<file path="src/rtl/cmpc_pkg.sv">
package cmpc_pkg;
  typedef enum logic [1:0] {
    EDGE_OFF  = 2'b00,
    EDGE_RISE = 2'b01,
    EDGE_FALL = 2'b10,
    EDGE_BOTH = 2'b11
  } edge_sel_e;

  localparam int unsigned DEF_NCH     = 2;
  localparam int unsigned DEF_STAGES  = 2;
  localparam int unsigned DEF_PULSE_W = 2;
endpackage

</file>
<file path="src/rtl/cmpc_sync.sv">
module cmpc_sync #(
  parameter int unsigned STAGES = 2
) (
  input  logic clk,
  input  logic rst,
  input  logic d,
  output logic q
);
  logic [STAGES-1:0] sh;

  always_ff @(posedge clk) begin
    if (rst) sh <= '0;
    else     sh <= {sh[STAGES-2:0], d};
  end

  assign q = sh[STAGES-1];
endmodule

</file>
<file path="src/rtl/cmpc_edge.sv">
module cmpc_edge
  import cmpc_pkg::*;
#(
  parameter int unsigned PULSE_W = 2
) (
  input  logic      clk,
  input  logic      rst,
  input  logic      lvl,
  input  edge_sel_e sel,
  output logic      hit,
  output logic      pulse
);
  localparam int unsigned CW = $clog2(PULSE_W + 1);
  localparam logic [CW-1:0] LOAD = CW'(PULSE_W);

  logic          prev;
  logic [CW-1:0] cnt;
  logic          rise, fall;

  assign rise = lvl & ~prev;
  assign fall = ~lvl & prev;

  always_comb begin
    unique case (sel)
      EDGE_RISE: hit = rise;
      EDGE_FALL: hit = fall;
      EDGE_BOTH: hit = rise | fall;
      default:   hit = 1'b0;
    endcase
  end

  always_ff @(posedge clk) begin
    if (rst) begin
      prev <= 1'b0;
      cnt  <= '0;
    end else begin
      prev <= lvl;
      if (hit)           cnt <= LOAD;
      else if (cnt != 0) cnt <= cnt - 1'b1;
    end
  end

  assign pulse = (cnt != '0);
endmodule

</file>
<file path="src/rtl/cmpc_flag.sv">
module cmpc_flag (
  input  logic clk,
  input  logic rst,
  input  logic set,
  input  logic clr,
  input  logic mask,
  input  logic armed,
  output logic status,
  output logic masked
);
  always_ff @(posedge clk) begin
    if (rst)      status <= 1'b0;
    else if (set) status <= 1'b1;
    else if (clr) status <= 1'b0;
  end

  assign masked = status & mask & armed;
endmodule

</file>
<file path="src/rtl/cmpc_chan.sv">
module cmpc_chan
  import cmpc_pkg::*;
#(
  parameter int unsigned STAGES  = 2,
  parameter int unsigned PULSE_W = 2
) (
  input  logic      clk,
  input  logic      rst,
  input  logic      raw,
  input  logic      bypass,
  input  logic      level_sel,
  input  edge_sel_e sel,
  input  logic      mask,
  input  logic      clr,
  output logic      route,
  output logic      status,
  output logic      masked,
  output logic      lvl
);
  logic hit, pulse;

  cmpc_sync #(.STAGES(STAGES)) u_sync (
    .clk(clk), .rst(rst), .d(raw), .q(lvl)
  );

  cmpc_edge #(.PULSE_W(PULSE_W)) u_edge (
    .clk(clk), .rst(rst), .lvl(lvl), .sel(sel), .hit(hit), .pulse(pulse)
  );

  cmpc_flag u_flag (
    .clk(clk), .rst(rst), .set(hit), .clr(clr), .mask(mask),
    .armed(sel != EDGE_OFF), .status(status), .masked(masked)
  );

  always_comb begin
    if (bypass)         route = raw;
    else if (level_sel) route = lvl;
    else                route = pulse;
  end
endmodule

</file>
<file path="src/rtl/cmp_out_cond.sv">
module cmp_out_cond
  import cmpc_pkg::*;
#(
  parameter int unsigned NCH     = DEF_NCH,
  parameter int unsigned STAGES  = DEF_STAGES,
  parameter int unsigned PULSE_W = DEF_PULSE_W
) (
  input  logic             clk,
  input  logic             rst,
  input  logic [NCH-1:0]   raw_in,
  input  logic [NCH-1:0]   bypass,
  input  logic [NCH-1:0]   level_sel,
  input  logic [2*NCH-1:0] edge_type,
  input  logic [NCH-1:0]   irq_mask,
  input  logic [NCH-1:0]   irq_clr,
  output logic [NCH-1:0]   route_out,
  output logic [NCH-1:0]   irq_status,
  output logic [NCH-1:0]   irq_masked,
  output logic             wake_req,
  output logic [NCH-1:0]   cmp_val
);
  for (genvar g = 0; g < NCH; g++) begin : g_ch
    cmpc_chan #(.STAGES(STAGES), .PULSE_W(PULSE_W)) u_chan (
      .clk(clk), .rst(rst), .raw(raw_in[g]), .bypass(bypass[g]),
      .level_sel(level_sel[g]), .sel(edge_sel_e'(edge_type[2*g +: 2])),
      .mask(irq_mask[g]), .clr(irq_clr[g]), .route(route_out[g]),
      .status(irq_status[g]), .masked(irq_masked[g]), .lvl(cmp_val[g])
    );
  end

  assign wake_req = |irq_masked;
endmodule

</file>
<file path="config.mk">
export PLATFORM = sky130hd
export DESIGN_NAME = cmp_out_cond
export DESIGN_NICKNAME = d
export VERILOG_FILES = /design/src/rtl/cmpc_pkg.sv /design/src/rtl/cmpc_sync.sv /design/src/rtl/cmpc_edge.sv /design/src/rtl/cmpc_flag.sv /design/src/rtl/cmpc_chan.sv /design/src/rtl/cmp_out_cond.sv
export SDC_FILE = /design/constraint.sdc
export NUM_CORES = 1
export LEC_CHECK = 0
export BUFFER_PORTS_ARGS = -buffer_cell sky130_fd_sc_hd__buf_4
export CAP_MARGIN = 15
export CORE_MARGIN = 4
export CORE_UTILIZATION = 44
export DETAILED_ROUTE_END_ITERATION = 7
export MAX_ROUTING_LAYER = met4
export PLACE_DENSITY = 0.81
export SLEW_MARGIN = 30
export SYNTH_ARGS = -nofsm -noshare
export SYNTH_HDL_FRONTEND = slang
export SYNTH_SLANG_ARGS = --single-unit
export TNS_END_PERCENT = 5
</file>
<file path="constraint.sdc">
create_clock -name clk -period 1.6 [get_ports clk]
set_input_delay 0.16 -clock clk [delete_from_list [all_inputs] [get_ports clk]]
set_output_delay 0.16 -clock clk [all_outputs]
set_load 0.1 [all_outputs]
</file>
==> results.sh <==
export IMPL_cts_buffers=3
export IMPL_routed_via_density=4.773
export IMPL_clock_root_buffer="clkbuf_4"
export IMPL_cts_max_level=1
export IMPL_cts_tree="done"
export IMPL_grt_pass1_wl_mm=1.697
export IMPL_rsz0062_at_grt="false"
export IMPL_drive_gt1_share_pct=36.14
export IMPL_gp_congestion=0.7098
export IMPL_layout_min_cycle_time_ps=1534
export IMPL_reg2reg_slack_ps=440
export IMPL_synthesis_nets=84
export IMPL_coreArea_um2=1186
export IMPL_setup_violations_final=0
export IMPL_drt_pre_antenna_iters=3
export IMPL_grt_overflow=0
export IMPL_synth_warnings=0
export IMPL_worstReg2RegStart="g_ch[1].u_chan.u_edge.prev"
export IMPL_cp_data_required_time_ps=1440
export IMPL_clkTransAtPathRegs_ps=70
export IMPL_peakVddDrop_mv=0.7086
export IMPL_clock_skew_ps=4.226
export IMPL_synth_top_area_share_pct=40.34
export IMPL_cts_buffer_depth=2
export IMPL_postCtsSetupBuffers=0
export IMPL_yosysSeqAreaShare_pct=40.34
export IMPL_fp_dieH_um=44.79
export IMPL_io_buffers=24
export IMPL_crit_type="flip-flop to primary output"
export IMPL_yosysUniqueCellTypes=18
export IMPL_hold_viol=0
export IMPL_syn_area_um2=595.6
export IMPL_final_period_utilization_pct=95.85
export IMPL_clkLatencyLatePin_ps=270
export IMPL_status="complete, no violations"
export IMPL_worstMarginPinSlew_ps=280.4
export IMPL_grt_total_usage_pct=11.97
export IMPL_synthTopCellsByArea="dfxtp_1 40%, buf_4 10%, ha_1 8.4%, nor2b_1 8.4%, a31oi_1 4.2%"
export IMPL_ant_nets=0
export IMPL_yosysTopAreaCell="dfxtp_1"
export IMPL_fin_tns_setup_ps=0
export IMPL_holdBufCountCts=0
export IMPL_num_antenna_cells=0
export IMPL_fill_cells=96
export IMPL_synthCells=64
export IMPL_worstHoldStart="raw_in[1]"
export IMPL_drc_errors=0
export IMPL_final_max_slew_viol_count=0
export IMPL_hold_path_class="input pin to flip-flop"
export IMPL_synth_area_per_cell_um2=9.306
export IMPL_max_freq_mhz=652.1
export IMPL_design_area_um2=765.7
export IMPL_num_io_pins=25
export IMPL_finalNetCount=104
export IMPL_power_density_nw_per_um2=927.1
export IMPL_ff2ff_path_depth=5
export IMPL_grt_start_max_net_pins=13
export IMPL_placed_cell_area_um2=729.5
export IMPL_start_kind="flip-flop"
export IMPL_area_growth_pct=28.57
export IMPL_drt_iter0_drc=14
export IMPL_rows=12
export IMPL_worstPathArrival_ps=1370
export IMPL_dp_hpwl_um=878.3
export IMPL_cp_max_fo=3
export IMPL_routedWlPerCell_um=10.75
export IMPL_max_cap_violations=0
export IMPL_chipWidth_um=44.79
export IMPL_cp_end_kind="primary output"
export IMPL_drt_total_wl_mm=1.043
export IMPL_p_leak_uw=0.0003639
export IMPL_vias=463
export IMPL_min_to="g_ch[1].u_chan.u_sync.sh[0]"
export IMPL_grt_pass1_vias=417
export IMPL_antenna_found_initial=0
export IMPL_ys_ff_latch=12
export IMPL_cts_resized=0
export IMPL_hold_path_depth=2
export IMPL_rr_endpoint="g_ch[1].u_chan.u_edge.cnt[0]"
export IMPL_cts_sinks=12
export IMPL_initial_core_util_pct=50.21
export IMPL_max_slew_margin_rel_pct=81.46
export IMPL_die_area_um2=2006
==> critical path, cell delays in order (launching register included) <==
cell and delay (ps):
dfxtp_1 320, or3_1 370, a22o_1 190, buf_4 230
==> logic make-up (layout without fill, tap and decap cells) <==
logic type | Yosys count | count (layout) | share of synthesized area (%)
AND/OR/NAND/NOR | 23 | 23 | 22.90
buffers and inverters | 13 | 32 | 13.23
AO/OA/AOI/OAI | 12 | 12 | 15.13
flip-flops | 12 | 12 | 40.34
adder cells (fa/ha/maj) | 4 | 4 | 8.404
==> metal layers <==
layer  track usage, %  share of wire, %  up-vias
li1                 -                 -      247
met1            14.46                43      198
met2            17.48                45       16
met3            5.976                11        2
met4            3.509              0.86        0
met5                -                 0        -
==> synth_stat cells <==
cell	n
clkbuf_1	1
a22o_1	2
a31oi_1	4
nor2_1	4
a21oi_1	2
nor2b_1	8
and4_1	2
inv_1	4
o211a_1	2
nand2_1	2
or3_1	2
nand2b_1	2
o21ai_2	2
dfxtp_1	12
buf_4	8
nand3b_1	2
or2_1	1
ha_1	4
==> per-stage QoR <==
step           worst slack, ps  power (uW)  hold WS [ps]  util, %  cells
3_5_place_dp             358.6       480.6         393.8    61.50     93
4_1_cts                  55.58       717.6         111.9    64.56     97
6_report                 66.47       709.9         111.7    64.56     97
2_1_floorplan            271.0       439.1         288.2        -     64
3_3_place_gp             378.5       478.1         384.4    61.50     93
5_1_grt                  15.17       743.1         116.4    64.56     97
==> worst max-delay path by stage <==
stage / cells after the start / to / from / slack (ps)
3_3_place_gp: 3 / route_out[0] / g_ch[0].u_chan.u_edge.cnt[1] / 380
6_report: 3 / route_out[1] / g_ch[1].u_chan.u_edge.cnt[1] / 70
5_1_grt: 3 / route_out[0] / g_ch[0].u_chan.u_edge.cnt[1] / 20
4_1_cts: 3 / route_out[1] / g_ch[1].u_chan.u_edge.cnt[1] / 60
2_1_floorplan: 2 / wake_req / g_ch[1].u_chan.u_flag.status / 270
3_5_place_dp: 3 / route_out[1] / g_ch[1].u_chan.u_edge.cnt[1] / 360
==> power by group <==
| group | switching, uW | internal, uW | total (uW) |
|---|---|---|---|
| combinational | 104 | 54.4 | 158 |
| clock | 99.4 | 138 | 238 |
| sequential | 5.32 | 309 | 314 |
| total | 209 | 501 | 710 |
==> layout make-up <==
| class | instances | area, um2 | area share (%) |
|---|---|---|---|
| clock buffer | 4 | 36.28 | 4.739 |
| multi-input combinational | 39 | 276.5 | 36.11 |
| timing repair buffer | 24 | 180.2 | 23.53 |
| inverter | 4 | 15.01 | 1.961 |
| sequential | 12 | 240.2 | 31.37 |
| tap | 14 | 17.52 | 2.288 |
==> state kept, by name, summed over array words and instances, names as in the netlist <==
name                       count
g_ch.u_chan.u_edge.prev        2
g_ch.u_chan.u_sync.sh          4
g_ch.u_chan.u_flag.status      2
g_ch.u_chan.u_edge.cnt         4
==> cell usage in the layout (no fill, tap or decap), types with 3 or more instances in the layout <==
| cell | synthesis | layout |
|---|---|---|
| clkbuf_4 | 0 | 3 |
| ha_1 | 4 | 4 |
| a31oi_1 | 4 | 4 |
| inv_1 | 4 | 4 |
| nor2b_1 | 8 | 8 |
| buf_4 | 8 | 24 |
| nor2_1 | 4 | 4 |
| dfxtp_1 | 12 | 12 |
No activity file was read; power rests on OpenSTA's default activity.
